--- src/rtl/ssp_pkg.sv ---
package ssp_pkg;
  localparam int unsigned REG_AW   = 12;
  localparam int unsigned DIV_W    = 8;
  localparam int unsigned FRAME_MAX = 16;
  localparam int unsigned FRAME_MIN = 4;
  localparam int unsigned FSZ_W    = $clog2(FRAME_MAX);

  localparam logic [REG_AW-1:0] OFS_CTLA = 12'h000;
  localparam logic [REG_AW-1:0] OFS_CTLB = 12'h004;
  localparam logic [REG_AW-1:0] OFS_STAT = 12'h008;
  localparam logic [REG_AW-1:0] OFS_DATA = 12'h010;
  localparam logic [REG_AW-1:0] OFS_CSEL = 12'h418;

  typedef struct packed {
    logic [DIV_W-1:0] div_m1;
    logic             en;
    logic [1:0]       fmt;
    logic [FSZ_W-1:0] fsz_m1;
  } ctla_t;

  typedef struct packed {
    logic       tmo_ie;
    logic [3:0] rx_thr_m1;
    logic [3:0] tx_thr_m1;
    logic       cpha;
    logic       cpol;
    logic       tx_ie;
    logic       rx_ie;
  } ctlb_t;
endpackage

--- src/rtl/ssp_fifo.sv ---
module ssp_fifo #(
  parameter int unsigned W     = 16,
  parameter int unsigned DEPTH = 16
) (
  input  logic         clk_i,
  input  logic         rst_ni,
  input  logic         flush_i,
  input  logic         push_i,
  input  logic [W-1:0] data_i,
  input  logic         pop_i,
  output logic [W-1:0] data_o,
  output logic [$clog2(DEPTH):0] count_o,
  output logic         full_o,
  output logic         empty_o
);
  localparam int unsigned AW = $clog2(DEPTH);
  localparam int unsigned CW = AW + 1;

  logic [W-1:0]  mem [DEPTH];
  logic [AW-1:0] wp_q, rp_q;
  logic [CW-1:0] cnt_q;
  logic          do_push, do_pop;

  assign full_o  = (cnt_q == CW'(DEPTH));
  assign empty_o = (cnt_q == '0);
  assign do_push = push_i && !full_o && !flush_i;
  assign do_pop  = pop_i && !empty_o && !flush_i;
  assign data_o  = mem[rp_q];
  assign count_o = cnt_q;

  always_ff @(posedge clk_i or negedge rst_ni) begin
    if (!rst_ni) begin
      wp_q <= '0; rp_q <= '0; cnt_q <= '0;
    end else if (flush_i) begin
      wp_q <= '0; rp_q <= '0; cnt_q <= '0;
    end else begin
      if (do_push) wp_q <= wp_q + AW'(1);
      if (do_pop)  rp_q <= rp_q + AW'(1);
      cnt_q <= cnt_q + CW'(do_push) - CW'(do_pop);
    end
  end

  always_ff @(posedge clk_i) begin
    if (do_push) mem[wp_q] <= data_i;
  end

  // a push into a full FIFO leaves it at DEPTH
  a_r4_drop_when_full: assert property (@(posedge clk_i) disable iff (!rst_ni)
    full_o && push_i && !pop_i && !flush_i |=> count_o == CW'(DEPTH));
  a_r3_level_bound: assert property (@(posedge clk_i) disable iff (!rst_ni)
    count_o <= CW'(DEPTH));
endmodule

--- src/rtl/ssp_shifter.sv ---
module ssp_shifter #(
  parameter int unsigned DW    = 16,
  parameter int unsigned DIV_W = 8
) (
  input  logic                   clk_i,
  input  logic                   rst_ni,
  input  logic                   run_i,
  input  logic [DIV_W-1:0]       div_m1_i,
  input  logic [$clog2(DW):0]    nbits_i,
  input  logic                   cpol_i,
  input  logic                   cpha_i,
  input  logic                   tx_avail_i,
  input  logic [DW-1:0]          tx_data_i,
  output logic                   tx_pop_o,
  output logic                   rx_push_o,
  output logic [DW-1:0]          rx_data_o,
  output logic                   busy_o,
  output logic                   sclk_o,
  output logic                   mosi_o,
  input  logic                   miso_i
);
  localparam int unsigned SW = $clog2(DW);
  localparam int unsigned PW = DIV_W + 1;

  logic [PW-1:0] period, half, cnt_q;
  logic [SW:0]   bit_q, lsh;
  logic [DW-1:0] tx_sh, rx_sh, fmask;
  logic          busy_q, start, last_cyc;

  assign period   = (div_m1_i == '0) ? PW'(2) : {1'b0, div_m1_i} + PW'(1);
  assign half     = period >> 1;
  assign lsh      = (SW+1)'(DW) - nbits_i;
  assign fmask    = ~({DW{1'b1}} << nbits_i);
  assign start    = run_i && !busy_q && tx_avail_i;
  assign last_cyc = busy_q && (cnt_q == period - PW'(1));

  assign tx_pop_o  = start;
  assign rx_push_o = run_i && last_cyc && (bit_q == '0);
  assign rx_data_o = rx_sh & fmask;
  assign busy_o    = busy_q;
  assign mosi_o    = busy_q && tx_sh[DW-1];
  assign sclk_o    = busy_q ? (cpol_i ^ (cpha_i ? (cnt_q < half) : (cnt_q >= half))) : cpol_i;

  always_ff @(posedge clk_i or negedge rst_ni) begin
    if (!rst_ni) begin
      busy_q <= 1'b0; cnt_q <= '0; bit_q <= '0; tx_sh <= '0; rx_sh <= '0;
    end else if (!run_i) begin
      busy_q <= 1'b0; cnt_q <= '0;
    end else if (start) begin
      busy_q <= 1'b1;
      cnt_q  <= '0;
      bit_q  <= nbits_i - (SW+1)'(1);
      tx_sh  <= tx_data_i << lsh;
    end else if (busy_q) begin
      if (cnt_q == half - PW'(1)) rx_sh <= {rx_sh[DW-2:0], miso_i};
      if (last_cyc) begin
        cnt_q <= '0;
        tx_sh <= tx_sh << 1;
        if (bit_q == '0) busy_q <= 1'b0;
        else             bit_q  <= bit_q - (SW+1)'(1);
      end else begin
        cnt_q <= cnt_q + PW'(1);
      end
    end
  end

  // MOSI only moves at the start of a bit cell
  a_r7_mosi_hold: assert property (@(posedge clk_i) disable iff (!rst_ni)
    busy_q && $past(busy_q) && cnt_q != '0 |-> $stable(mosi_o));
endmodule

--- src/rtl/ssp_spi_master.sv ---
module ssp_spi_master
  import ssp_pkg::*;
#(
  parameter int unsigned FIFO_DEPTH = 16,
  parameter int unsigned TMO_CYC    = 32
) (
  input  logic              clk_i,
  input  logic              rst_ni,
  input  logic [REG_AW-1:0] addr_i,
  input  logic [31:0]       wdata_i,
  input  logic              we_i,
  input  logic              re_i,
  output logic [31:0]       rdata_o,
  output logic              sclk_o,
  output logic              mosi_o,
  input  logic              miso_i,
  output logic              cs_n_o,
  output logic              irq_o
);
  localparam int unsigned DW = FRAME_MAX;
  localparam int unsigned CW = $clog2(FIFO_DEPTH) + 1;
  localparam int unsigned TW = $clog2(TMO_CYC + 1);

  ctla_t ctla_q;
  ctlb_t ctlb_q;
  logic [1:0]    csel_q;
  logic [TW-1:0] idle_q;

  logic [FSZ_W:0] nbits;
  logic [DW-1:0]  fmask, tx_head, rx_head, rx_word;
  logic [CW-1:0]  tx_cnt, rx_cnt, tx_thr, rx_thr;
  logic tx_full, tx_empty, rx_full, rx_empty;
  logic flush, tx_push, tx_pop, rx_pop, rx_push, eng_busy, tmo_hit;

  assign nbits   = (ctla_q.fsz_m1 < FSZ_W'(FRAME_MIN - 1)) ? (FSZ_W+1)'(FRAME_MIN)
                                                          : {1'b0, ctla_q.fsz_m1} + (FSZ_W+1)'(1);
  assign fmask   = ~({DW{1'b1}} << nbits);
  assign flush   = !ctla_q.en;
  assign tx_push = we_i && (addr_i == OFS_DATA);
  assign rx_pop  = re_i && (addr_i == OFS_DATA);

  always_ff @(posedge clk_i or negedge rst_ni) begin
    if (!rst_ni) begin
      ctla_q <= '0; ctlb_q <= '0; csel_q <= '0;
    end else if (we_i) begin
      case (addr_i)
        OFS_CTLA: begin
          ctla_q.div_m1 <= wdata_i[15:8];
          ctla_q.en     <= wdata_i[7];
          ctla_q.fmt    <= wdata_i[5:4];
          ctla_q.fsz_m1 <= wdata_i[3:0];
        end
        OFS_CTLB: begin
          ctlb_q.tmo_ie    <= wdata_i[19];
          ctlb_q.rx_thr_m1 <= wdata_i[13:10];
          ctlb_q.tx_thr_m1 <= wdata_i[9:6];
          ctlb_q.cpha      <= wdata_i[4];
          ctlb_q.cpol      <= wdata_i[3];
          ctlb_q.tx_ie     <= wdata_i[1];
          ctlb_q.rx_ie     <= wdata_i[0];
        end
        OFS_CSEL: csel_q <= wdata_i[1:0];
        default: ;
      endcase
    end
  end

  ssp_fifo #(.W(DW), .DEPTH(FIFO_DEPTH)) u_tx_fifo (
    .clk_i, .rst_ni, .flush_i(flush), .push_i(tx_push), .data_i(wdata_i[DW-1:0] & fmask),
    .pop_i(tx_pop), .data_o(tx_head), .count_o(tx_cnt), .full_o(tx_full), .empty_o(tx_empty));

  ssp_fifo #(.W(DW), .DEPTH(FIFO_DEPTH)) u_rx_fifo (
    .clk_i, .rst_ni, .flush_i(flush), .push_i(rx_push), .data_i(rx_word),
    .pop_i(rx_pop), .data_o(rx_head), .count_o(rx_cnt), .full_o(rx_full), .empty_o(rx_empty));

  ssp_shifter #(.DW(DW), .DIV_W(DIV_W)) u_shifter (
    .clk_i, .rst_ni, .run_i(ctla_q.en), .div_m1_i(ctla_q.div_m1), .nbits_i(nbits),
    .cpol_i(ctlb_q.cpol), .cpha_i(ctlb_q.cpha), .tx_avail_i(!tx_empty), .tx_data_i(tx_head),
    .tx_pop_o(tx_pop), .rx_push_o(rx_push), .rx_data_o(rx_word), .busy_o(eng_busy),
    .sclk_o, .mosi_o, .miso_i);

  // idle time since the engine last shifted
  always_ff @(posedge clk_i or negedge rst_ni) begin
    if (!rst_ni)                      idle_q <= '0;
    else if (eng_busy || flush)       idle_q <= '0;
    else if (idle_q != TW'(TMO_CYC))  idle_q <= idle_q + TW'(1);
  end
  assign tmo_hit = (idle_q == TW'(TMO_CYC));

  assign tx_thr = CW'(ctlb_q.tx_thr_m1) + CW'(1);
  assign rx_thr = CW'(ctlb_q.rx_thr_m1) + CW'(1);
  assign irq_o  = ctla_q.en && ((ctlb_q.tx_ie && tx_cnt <= tx_thr) ||
                                (ctlb_q.rx_ie && rx_cnt >= rx_thr) ||
                                (ctlb_q.tmo_ie && !rx_empty && tmo_hit));

  assign cs_n_o = csel_q[0] ? csel_q[1] : 1'b1;

  always_comb begin
    rdata_o = '0;
    case (addr_i)
      OFS_CTLA: rdata_o = {16'b0, ctla_q.div_m1, ctla_q.en, 1'b0, ctla_q.fmt, ctla_q.fsz_m1};
      OFS_CTLB: rdata_o = {12'b0, ctlb_q.tmo_ie, 5'b0, ctlb_q.rx_thr_m1, ctlb_q.tx_thr_m1,
                           1'b0, ctlb_q.cpha, ctlb_q.cpol, 1'b0, ctlb_q.tx_ie, ctlb_q.rx_ie};
      OFS_STAT: rdata_o = {16'b0, 4'(rx_cnt), 4'(tx_cnt), 4'b0, !rx_empty, !tx_full, 2'b0};
      OFS_DATA: rdata_o = {{(32-DW){1'b0}}, rx_head};
      OFS_CSEL: rdata_o = {30'b0, csel_q};
      default:  rdata_o = '0;
    endcase
  end

  a_r12_flush_empties: assert property (@(posedge clk_i) disable iff (!rst_ni)
    !ctla_q.en |=> tx_cnt == '0 && rx_cnt == '0);
  a_r5_start_needs_data: assert property (@(posedge clk_i) disable iff (!rst_ni)
    $rose(eng_busy) |-> $past(tx_cnt) != '0);
  a_r11_tmo_needs_data: assert property (@(posedge clk_i) disable iff (!rst_ni)
    irq_o && !ctlb_q.tx_ie && !ctlb_q.rx_ie |-> !rx_empty);
  a_r6_idle_level: assert property (@(posedge clk_i) disable iff (!rst_ni)
    !eng_busy |-> sclk_o == ctlb_q.cpol);
endmodule

--- config.mk ---
export PLATFORM = sky130hd
export DESIGN_NAME = ssp_spi_master
export DESIGN_NICKNAME = d
export VERILOG_FILES = /design/src/rtl/ssp_pkg.sv /design/src/rtl/ssp_fifo.sv /design/src/rtl/ssp_shifter.sv /design/src/rtl/ssp_spi_master.sv
export SDC_FILE = /design/constraint.sdc
export NUM_CORES = 1
export LEC_CHECK = 0
export ABC_CLOCK_PERIOD_IN_PS = 7550
export BUFFER_PORTS_ARGS = -buffer_cell sky130_fd_sc_hd__buf_2
export CAP_MARGIN = 10
export CORE_ASPECT_RATIO = 1.25
export CORE_MARGIN = 2
export CORE_UTILIZATION = 55
export CTS_BUF_LIST = sky130_fd_sc_hd__clkbuf_2 sky130_fd_sc_hd__clkbuf_4 sky130_fd_sc_hd__clkbuf_8
export DETAILED_ROUTE_END_ITERATION = 7
export GPL_TIMING_DRIVEN = 0
export HOLD_SLACK_MARGIN = 0.08
export PLACE_DENSITY = 0.82
export SLEW_MARGIN = 10
export SYNTH_ARGS = -nofsm -noshare
export SYNTH_HDL_FRONTEND = slang
export SYNTH_SLANG_ARGS = --single-unit
--- constraint.sdc ---
create_clock -name clk_i -period 7.55 [get_ports clk_i]
set_clock_uncertainty 0.1 [all_clocks]
set_input_delay 2.265 -clock clk_i [delete_from_list [all_inputs] [get_ports clk_i]]
set_output_delay 2.265 -clock clk_i [all_outputs]
set_load 0.02 [all_outputs]
After elaboration in Yosys (flattened, before gate mapping)

Memories as Yosys holds them, arrays and structs flattened.
Cells that the tools add are included.

Divide/modulo/power cells: 0
Reduce and logical (&&, ||, !) cells: 44
Mux-type cells: 38
Shifts and indexed selects: 2
Add/subtract/negate cells: 19
Bitwise logic cells: 5
$mul: 0
Eq/ne operators: 16
Magnitude comparators: 5

Operator list:

| cell                                                                     | count |
|---|---|
| 20-bit one-hot mux with 5 select lines                                   | 1 |
| 16-bit two-way mux                                                       | 3 |
| 9-bit two-way mux                                                        | 5 |
| 5-bit two-way mux                                                        | 7 |
| 16-bit bitwise AND                                                       | 2 |
| 4-bit two-way mux                                                        | 8 |
| 1-bit logical AND                                                        | 21 |
| 9-bit equality test                                                      | 2 |
| 4-bit by 1-bit adder with 4-bit output (second input constant)           | 4 |
| 16-bit NOT                                                               | 1 |
| 16-bit by 5-bit << shifter with 16-bit output                            | 1 |
| 16-bit by 5-bit << shifter with 16-bit output (first input constant)     | 1 |
| 4-bit by 1-bit adder with 5-bit output (second input constant)           | 3 |
| 5-bit zero test                                                          | 3 |
| 12-bit by 11-bit equality test with 1-bit output (second input constant) | 1 |
| 12-bit by 3-bit equality test with 1-bit output (second input constant)  | 1 |
| 12-bit by 4-bit equality test with 1-bit output (second input constant)  | 1 |
| 12-bit by 5-bit equality test with 1-bit output (second input constant)  | 1 |
| 12-bit zero test                                                         | 1 |
| 1-bit two-way mux                                                        | 12 |
| 6-bit two-way mux                                                        | 2 |
| 5-bit by 1-bit adder with 5-bit output                                   | 2 |
| 5-bit equality test (second input constant)                              | 2 |
| 5-bit by 1-bit subtractor with 5-bit output                              | 2 |
| other kinds (26)                                                         | 42 |

Memories kept: 2
Register bits after elaboration: 109
Output and inout bits: 36
Latch bits: 0
Word-level logic and storage cells: 155
Input bits: 49
Bits in read-only memories: 0
Bits in writable memories: 512

Memories:

| name          | depth | width | rd ports | clocked after memory_dff | write ports | line           | text |
|---|---|---|---|---|---|---|---|
| u_rx_fifo.mem | 16    | 16    | 1        | 0                        | 1           | ssp_fifo.sv:19 | `logic [W-1:0] mem [DEPTH];` |
| u_tx_fifo.mem | 16    | 16    | 1        | 0                        | 1           | ssp_fifo.sv:19 |  |

Longest topological paths before layout

Gate-level depths: netlist of the first run.

Depth in word-level cells: 12
Depth in mapped cells: 24
Mapped depth without buffers: 20

Modules after synthesis

A second synthesis of the first run with hierarchy kept.

Cells, all modules: 1854
Area, all modules: 28715.0 µm²

By module, submodules not included:

| module               | instances | area an instance (µm²) | cells each |
|---|---|---|---|
| ssp_fifo (u_rx_fifo) | 1         | 10914.2                | 570 |
| ssp_fifo (u_tx_fifo) | 1         | 10516.3                | 501 |
| ssp_shifter          | 1         | 4535.6                 | 518 |
| ssp_spi_master       | 1         | 2748.9                 | 265 |

Worst setup path before layout of the first run

Ideal clock, no wire load.

Path type: input to output
Start: in addr_i[6]
End: out rdata_o[0]
Stages: 7
Arrival time: 4095 ps
Buffers on the path: 1
Setup slack: 1090 ps
Cells stage by stage: nor4_1 -> nand2_1 -> or3_1 -> nor3_1 -> clkbuf_1 -> a222oi_1 -> o21ai_0

Word-level cells in the longest chain between the ends: 2
Elaborated cells between the ends (all ways): 6
Those cells by class: eq/ne (4); mux (1); reduce/logical (1)

Ends and longest elaborated chain:

| item                                                                           | line                  | text |
|---|---|---|
| from (decl)                                                                    | ssp_spi_master.sv:9   | `input logic [REG_AW-1:0] addr_i,` |
| 12-bit by 11-bit equality test with 1-bit output, or another cell as far along | ssp_spi_master.sv:100 | `case (addr_i)` |
| 20-bit one-hot mux with 5 select lines (*)                                     | ssp_spi_master.sv:100 |  |
| to (decl)                                                                      | ssp_spi_master.sv:13  | `output logic [31:0] rdata_o,` |

Every way passes the cells marked *; elsewhere a longest branch is shown, timed or not.

Worst setup path after layout of the first run

Start: in addr_i[6]
End: out rdata_o[15]

Same word-level chain as after synthesis.

==> impl_metrics.sql, run 1 <==
INSERT INTO impl_metrics (metric_group, metric, value, unit) VALUES
('final_layout', 'syn2layout_area_growth', '11.40', '%'),
('timing', 'final_hold_viol_count', '0', ''),
('synthesis', 'synthFlopType', 'sky130_fd_sc_hd__edfxtp_1', ''),
('synthesis', 'syn-instance-count', '1747', ''),
('timing', 'fmax', '0.1356', 'GHz'),
('cts', 'clk_pin_slew', '0.06', 'ns'),
('pwr', 'cellPowerDensity', '205.1', 'nW/um^2'),
('critical_path', 'critPathRequiredTime', '5.18', 'ns'),
('final_layout', 'final_layout_size_suffix_gt1_share', '24.62', '%'),
('status', 'run_status', 'completed', ''),
('critical_path', 'setup.worst_path.end', 'rdata_o[15]', ''),
('cts', 'cts_tree', 'built', ''),
('synthesis', 'ys_warn_count', '0', ''),
('cts', 'ctsHtreeMaxLevel', '3', ''),
('placement', 'gp_congestion', '0.9109', ''),
('global_routing', 'via_count_of_the_first_global_routing_pass', '17220', ''),
('pwr', 'p_total', '0.006384', 'W'),
('die', 'initial_standard_cell_utilization_of_the_core', '55.53', '%'),
('timing', 'post-route-period-util', '97.70', '%'),
('placement', 'io_buffers', '54', ''),
('routing', 'drt-total-wl', '69.15', 'mm'),
('critical_path', 'r2r_start', 'ctla_q[7]', ''),
('critical_path', 'setup.worst_path.start', 'addr_i[6]', ''),
('timing', 'timing.slew.headroom', '17.76', '%'),
('final_layout', 'mostFrequentLayoutCell', 'sky130_fd_sc_hd__edfxtp_1', ''),
('timing', 'tightestPinTransition', '1.231', 'ns'),
('critical_path', 'reg2reg_depth', '17', ''),
('die', 'die_height', '256.0', 'um'),
('die', 'num_io_pins', '85', ''),
('final_layout', 'finalCoreUtilization', '61.86', '%'),
('timing', 'finalSetupViolations', '0', ''),
('cts', 'worst_skew_pair_later_pin_latency', '0.70', 'ns'),
('synthesis', 'syn_area_per_cell', '15.99', 'sq um'),
('global_routing', 'grt_usage', '26.87', '%'),
('global_routing', 'grt_max_degree', '78', ''),
('cts', 'cts_buf_count', '89', ''),
('die', 'die_area', '52620', 'sq um'),
('placement', 'dp_hpwl', '47.61', 'mm'),
('global_routing', 'grt_pass1_wl', '103.9', 'mm'),
('cts', 'cts_max_path_buffers', '3', ''),
('routing', 'detail_route.drc_violations', '0', ''),
('critical_path', 'timing.critical_path.arrival', '5.01', 'ns'),
('synthesis', 'synth_seq_cells', '621', ''),
('routing', 'route.detailed.wl_per_inst', '26.03', 'um'),
('synthesis', 'ys_types', '89', ''),
('cts', 'cts.root.buffer_cell', 'sky130_fd_sc_hd__clkbuf_8', ''),
('final_layout', 'commonest_cells_after_routing_fill_and_taps_aside', '512 x sky130_fd_sc_hd__edfxtp_1, 122 x sky130_fd_sc_hd__mux4_2, 109 x sky130_fd_sc_hd__dfrtp_1, 95 x sky130_fd_sc_hd__clkbuf_8, 74 x sky130_fd_sc_hd__buf_2', ''),
('routing', 'ant_nets', '0', ''),
('critical_path', 'crit_fanout', '10', ''),
('routing', 'dr_total_vias', '16770', ''),
('critical_path', 'start_kind', 'primary input', ''),
('die', 'floorplan.rows', '92', ''),
('routing', 'drtIter0Drc', '1617', ''),
('routing', 'first_pass_iters', '6', ''),
('cts', 'holdBufCountCts', '0', ''),
('final_layout', 'nFillCells', '3542', ''),
('die', 'fp.coreArea', '50300', 'sq um'),
('final_layout', 'final_nets', '2031', ''),
('synthesis', 'syn_area', '27940', 'sq um'),
('final_layout', 'n_antenna_cell', '0', ''),
('critical_path', 'worst_setup_path_end_kind', 'output pin', ''),
('global_routing', 'grt_overflow', '0', ''),
('pwr', 'power.static_leakage', '10.69', 'nW'),
('job', 'max-cap-violations', '0', ''),
('critical_path', 'worst-setup-path-type', 'primary input to output pin', ''),
('routing', 'route.detailed.vias_per_inst', '6.313', ''),
('synthesis', 'async_flop_share', '17.55', '%'),
('timing', 'finalWorstPathRequiredPeriod', '7.376', 'ns'),
('global_routing', 'antenna_found_initial', '3', ''),
('critical_path', 'r2r_setup_slack', '2.14', 'ns'),
('timing', 'finalMaxSlewViolations', '0', ''),
('synthesis', 'synth_sequential_area_ratio', '64.80', '%'),
('worst_hold_path', 'hp-class', 'register to register', ''),
('critical_path', 'worst_r2r_endpoint', 'u_rx_fifo.mem[8][0]', ''),
('synthesis', 'synth-edff-count', '512', ''),
('timing', 'rsz_0062_raised_after_global_routing', 'no', ''),
('cts', 'clock_sinks', '621', ''),
('die', 'chipWidth', '205.6', 'um'),
('pwr', 'ir_drop', '0.0002205', 'V');
-- flip-flops by register name (all words and copies together), names as in the netlist, 5 cells and up --
register and flops:
u_shifter.bit_q 5, idle_q 6, u_tx_fifo.mem 256, u_shifter.cnt_q 9, u_rx_fifo.count_o 5, u_tx_fifo.count_o 5, u_shifter.tx_sh 16, u_shifter.rx_sh 16
ctla_q 15, u_rx_fifo.mem 256, ctlb_q 13
-- stage by stage --
step / hold WS (ns) / instance area [sq um] / setup TNS [ns] / setup slack, ns / cells
floorplan: 0.3638 / 27990 / 0 / 1.090 / 1761
global placement: 0.3732 / 29080 / -68.79 / -1.095 / 2473
detailed placement: 0.3869 / 29310 / -0.1067 / -0.1067 / 2491
CTS: 0.4009 / 31090 / 0 / 0.003230 / 2655
global route: 0.4354 / 31120 / 0 / 0.04423 / 2656
finish: 0.4037 / 31120 / 0 / 0.1736 / 2656
-- synthesized netlist by cell type, drive strengths merged (4+ instances only) --
cell      n  area, sq um
dfrtp   109         2728
a22oi    29        217.7
or3      14        87.58
nand2b    8        50.05
a31oi    11        68.82
a22o      7        61.31
a222oi    7        70.07
and4b     4        40.04
o21ai    45        229.0
nand3b    4        30.03
o211ai    8        60.06
a221o    10        100.1
mux4    122         2748
a21boi    5        37.54
and3     27        178.9
nand2    67        251.5
inv      54        202.7
mux2i    52        520.5
a21o      7        52.55
xor2     21        183.9
ha       55        688.2
nand3    40        205.2
buf      57        379.1
xnor2    32        344.1
o31ai     4        35.03
nor2b    33        206.5
mux2     55        656.9
nor2     68        265.3
a211oi   14        105.1
clkbuf   49        183.9
and2     52        327.8
nand4    12        105.1
nor3     18        100.1
a21oi    51        255.2
edfxtp  512        15370
a221oi   20        175.2
nor4     12        111.4
o21a     14        105.1
-- kinds of logic (layout without fill, tap and decap cells) --
logic type / after synthesis / count (layout) / synth area share [%]
mux: 229 / 229 / 14.05
simple gates: 368 / 368 / 7.323
xor+xnor: 55 / 55 / 2.051
flops: 621 / 621 / 64.80
fa+ha+maj: 57 / 57 / 2.607
compound gates: 255 / 255 / 6.400
buf+inv: 161 / 398 / 2.755
other cells: 1 / 15 / 0.01342
-- critical path, cell delays in order --
cell and delay, ns:
sky130_fd_sc_hd__buf_2 0.09, sky130_fd_sc_hd__nor4_1 0.31, sky130_fd_sc_hd__nand2_1 0.24, sky130_fd_sc_hd__nor4_4 0.61
sky130_fd_sc_hd__nand2_1 0.50, sky130_fd_sc_hd__a211oi_2 0.57, sky130_fd_sc_hd__a221o_1 0.23, sky130_fd_sc_hd__buf_2 0.18
-- power by group --
group / internal [W] / switching (W) / total [W]
clock network: 0.00135 / 0.00128 / 0.00263
registers: 0.00367 / 0.00000120 / 0.00367
logic: 0.0000245 / 0.0000531 / 0.0000775
total: 0.00505 / 0.00134 / 0.00638
-- worst min-delay path by stage --
stage	from	end	slack (ns)	cells after the start
2_1_floorplan	u_shifter.tx_sh[8]	u_shifter.tx_sh[8]	0.36	1
3_3_place_gp	u_shifter.tx_sh[8]	u_shifter.tx_sh[8]	0.37	1
3_5_place_dp	u_shifter.rx_sh[15]	u_shifter.rx_sh[15]	0.39	1
4_1_cts	u_shifter.rx_sh[15]	u_shifter.rx_sh[15]	0.40	1
5_1_grt	u_shifter.rx_sh[15]	u_shifter.rx_sh[15]	0.44	1
6_report	u_shifter.rx_sh[15]	u_shifter.rx_sh[15]	0.40	1
-- what timing repair did --
item,4_1_cts,5_1_grt
resized for setup,1,5
buffers inserted,0,0
endpoints found under the setup margin,2,4
pin swaps,0,0
-- cell type report --
| cell class | count | area [sq um] | share of cell area, % |
|---|---|---|---|
| Tap cell | 658 | 823.3 | 2.646 |
| Multi-Input combinational cell | 979 | 9174 | 29.48 |
| Clock inverter | 41 | 254.0 | 0.8162 |
| Clock buffer | 123 | 1518 | 4.877 |
| Sequential cell | 621 | 18100 | 58.17 |
| Inverter | 55 | 206.4 | 0.6634 |
| Timing Repair Buffer | 73 | 478.0 | 1.536 |
| Buffer | 106 | 564.3 | 1.813 |
-- per-layer routing --
metal  global-route usage (%)  part of all wire (%)  wire, um  vias up
li1                         -                     -         -     7211
met1                    32.36                    36     24800     8487
met2                    45.90                    52     35630      888
met3                    6.583                   8.6      5954      176
met4                    11.51                   4.0      2750        4
met5                        0                 0.027        19        -
No activity file was read; power rests on OpenSTA's default activity.
==> inputs of run 2 (changes only) <==
--- a/config.mk
+++ b/config.mk
@@ -8,7 +8,6 @@
 export ABC_CLOCK_PERIOD_IN_PS = 7550
 export BUFFER_PORTS_ARGS = -buffer_cell sky130_fd_sc_hd__buf_2
 export CAP_MARGIN = 10
-export CORE_ASPECT_RATIO = 1.25
 export CORE_MARGIN = 2
 export CORE_UTILIZATION = 55
 export CTS_BUF_LIST = sky130_fd_sc_hd__clkbuf_2 sky130_fd_sc_hd__clkbuf_4 sky130_fd_sc_hd__clkbuf_8
==> impl_metrics.sql, run 2 (same netlist as run 1, synthesis figures left out) <==
INSERT INTO impl_metrics (metric_group, metric, value, unit) VALUES
('cts', 'ctsHtreeMaxLevel', '3', ''),
('critical_path', 'crit_chain', 'buf_2 -> nor4_1 -> nand2_1 -> or3_1 -> nor3_2 -> clkbuf_1 -> a222oi_1 -> o21ai_0 -> buf_2', ''),
('cts', 'clk_pin_slew', '0.06', 'ns'),
('pwr', 'ir_drop', '0.0001802', 'V'),
('final_layout', 'final_nets', '2039', ''),
('routing', 'drt-total-wl', '69.93', 'mm'),
('global_routing', 'grt_overflow', '0', ''),
('critical_path', 'crit_fanout', '10', ''),
('final_layout', 'final_cells', '2680', ''),
('placement', 'dp_hpwl', '47.13', 'mm'),
('timing', 'tightestPinTransition', '1.238', 'ns'),
('cts', 'cts.repair_timing.setup_buffer_count', '0', ''),
('pwr', 'pwr-share-seq', '54.6', '%'),
('timing', 'final_hold_viol_count', '0', ''),
('critical_path', 'slowest_stage', 'sky130_fd_sc_hd__clkbuf_1', ''),
('cts', 'worst_skew_pair_later_pin_latency', '0.73', 'ns'),
('global_routing', 'grt_usage', '26.74', '%'),
('critical_path', 'cpLargestDelayFamily', 'simple AND/OR/NAND/NOR gates', ''),
('pwr', 'clk_network_pwr_share', '44.2', '%'),
('pwr', 'power.switching', '0.001407', 'W'),
('global_routing', 'via_count_of_the_first_global_routing_pass', '17040', ''),
('timing', 'finalMaxSlewViolations', '0', ''),
('pwr', 'cellPowerDensity', '214.5', 'nW/um^2'),
('global_routing', 'grt_max_degree', '81', ''),
('pwr', 'power.static_leakage', '10.80', 'nW'),
('placement', 'io_buffers', '54', ''),
('timing', 'fin_hold_ws', '0.4047', 'ns'),
('cts', 'clock_sinks', '621', ''),
('die', 'chipWidth', '229.4', 'um'),
('timing', 'fmax', '0.1355', 'GHz'),
('critical_path', 'critPathRequiredTime', '5.18', 'ns'),
('timing', 'rsz_0062_raised_after_global_routing', 'no', ''),
('die', 'floorplan.rows', '82', ''),
('critical_path', 'start_kind', 'primary input', ''),
('cts', 'cts_tree', 'built', ''),
('placement', 'dpl-instance-area', '29330', 'sq um'),
('routing', 'dr_total_vias', '16980', ''),
('pwr', 'internal_cell_power', '0.005323', 'W'),
('critical_path', 'worst_setup_path_end_kind', 'output pin', ''),
('cts', 'cts_buf_count', '97', ''),
('final_layout', 'final_layout_size_suffix_gt1_share', '24.56', '%'),
('cts', 'post_cts_resized', '1', ''),
('placement', 'gp_congestion', '0.8844', ''),
('pwr', 'power.combinational.fraction', '1.2', '%'),
('final_layout', 'commonest_cells_after_routing_fill_and_taps_aside', '512 x sky130_fd_sc_hd__edfxtp_1, 122 x sky130_fd_sc_hd__mux4_2, 109 x sky130_fd_sc_hd__dfrtp_1, 103 x sky130_fd_sc_hd__clkbuf_8, 71 x sky130_fd_sc_hd__buf_2', ''),
('timing', 'timing.final.ws_setup', '0.1694', 'ns'),
('routing', 'detail_route.drc_violations', '0', ''),
('final_layout', 'syn2layout_area_growth', '12.33', '%'),
('cts', 'cts_max_path_buffers', '3', ''),
('job', 'max-cap-violations', '0', ''),
('critical_path', 'timing.critical_path.arrival', '5.02', 'ns'),
('critical_path', 'cpPeakStageDelay', '0.53', 'ns'),
('die', 'num_io_pins', '85', ''),
('placement', 'numPlacedInstances', '2506', ''),
('timing', 'timing.slew.headroom', '17.48', '%'),
('critical_path', 'path_buf_inv', '3', ''),
('critical_path', 'worst-setup-path-type', 'primary input to output pin', ''),
('final_layout', 'reg_top3', 'u_rx_fifo.mem (256), u_tx_fifo.mem (256)', ''),
('status', 'run_status', 'completed', ''),
('timing', 'fin_tns_setup', '0', 'ns'),
('worst_hold_path', 'hp-class', 'register to register', ''),
('routing', 'route.detailed.vias_per_inst', '6.334', ''),
('critical_path', 'critical_path.most_common_cell', 'sky130_fd_sc_hd__buf_2', ''),
('routing', 'first_pass_iters', '6', ''),
('die', 'die_area', '52610', 'sq um'),
('die', 'initial_standard_cell_utilization_of_the_core', '55.68', '%'),
('final_layout', 'fin_area', '31380', 'sq um'),
('die', 'die_height', '229.4', 'um'),
('routing', 'route.detailed.wl_per_inst', '26.09', 'um'),
('timing', 'finalSetupViolations', '0', ''),
('timing', 'post-route-period-util', '97.76', '%'),
('pwr', 'p_sw_share', '20.91', '%'),
('global_routing', 'antenna_found_initial', '1', ''),
('die', 'fp.coreArea', '50170', 'sq um'),
('cts', 'holdBufCountCts', '0', ''),
('routing', 'ant_nets', '0', ''),
('final_layout', 'mostFrequentLayoutCell', 'sky130_fd_sc_hd__edfxtp_1', ''),
('cts', 'cts.root.buffer_cell', 'sky130_fd_sc_hd__clkbuf_8', ''),
('timing', 'finalWorstPathRequiredPeriod', '7.381', 'ns'),
('placement', 'pre_cts_ws', '-0.04364', 'ns'),
('routing', 'drtIter0Drc', '2219', ''),
('global_routing', 'grt_pass1_wl', '104.3', 'mm');
-- run 2: cell types whose count changed in the layout (fill, tap and decap cells not counted), moves of 2 or more --
cell                        change
sky130_fd_sc_hd__a211oi_1       +3
sky130_fd_sc_hd__inv_6          -2
sky130_fd_sc_hd__clkinv_2       -4
sky130_fd_sc_hd__buf_2          -3
sky130_fd_sc_hd__clkbuf_4       -6
sky130_fd_sc_hd__bufinv_16      +6
sky130_fd_sc_hd__clkinv_1       +5
sky130_fd_sc_hd__clkbuf_8       +8
sky130_fd_sc_hd__a211oi_2       -3
sky130_fd_sc_hd__buf_4          +4
-- run 2: path summary, 6_finish.rpt --
| path | cells past startpoint | end | slack, ns | from |
|---|---|---|---|---|
| worst max-delay path | 9 | rdata_o[0] | 0.17 | addr_i[6] |
| worst min-delay path | 1 | u_shifter.tx_sh[8] | 0.40 | u_shifter.tx_sh[8] |
| worst max register to register | 17 | u_rx_fifo.mem[10][5] | 2.07 | ctla_q[7] |
| worst min register to register | 1 | u_shifter.tx_sh[8] | 0.40 | u_shifter.tx_sh[8] |
| max in group asynchronous | 2 | u_rx_fifo.rp_q[2] | 5.29 | rst_ni |
| min in group asynchronous | 1 | u_shifter.cnt_q[4] | 1.32 | rst_ni |
-- run 2: power groups by stage --
stage / combinational [W] / clock, W / sequential (W)
after floorplan: 0.0000359 / 0 / 0.00374
after global placement: 0.0000718 / 0 / 0.00374
after detailed placement: 0.0000771 / 0 / 0.00374
after CTS: 0.0000773 / 0.00301 / 0.00367
after global routing: 0.0000843 / 0.00314 / 0.00367
final: 0.0000787 / 0.00298 / 0.00367
-- run 2: cell type report --
cell class / instances / area, sq um
sequential: 621 / 18100
tap: 672 / 840.8
multi-input combinational: 979 / 9159
clock buffer: 125 / 1583
clock inverter: 48 / 451.7
buffer: 106 / 564.3
timing repair buffer: 73 / 469.2
fill: 3442 / 18790
antenna: 1 / 2.502
inverter: 55 / 206.4
-- run 2: through the flow --
step	power (W)	utilization (%)
2_1_floorplan	0.003779	-
3_3_place_gp	0.003816	58.00
3_5_place_dp	0.003821	58.47
4_1_cts	0.006756	62.53
5_1_grt	0.006897	62.54
6_report	0.006730	62.54
-- run 2: routing by layer --
| metal | track usage [%] | part of all wire (%) |
|---|---|---|
| met1 | 35.25 | 38 |
| met2 | 43.18 | 48 |
| met3 | 5.279 | 9.5 |
| met5 | 0 | 0 |
| met4 | 12.60 | 4.6 |
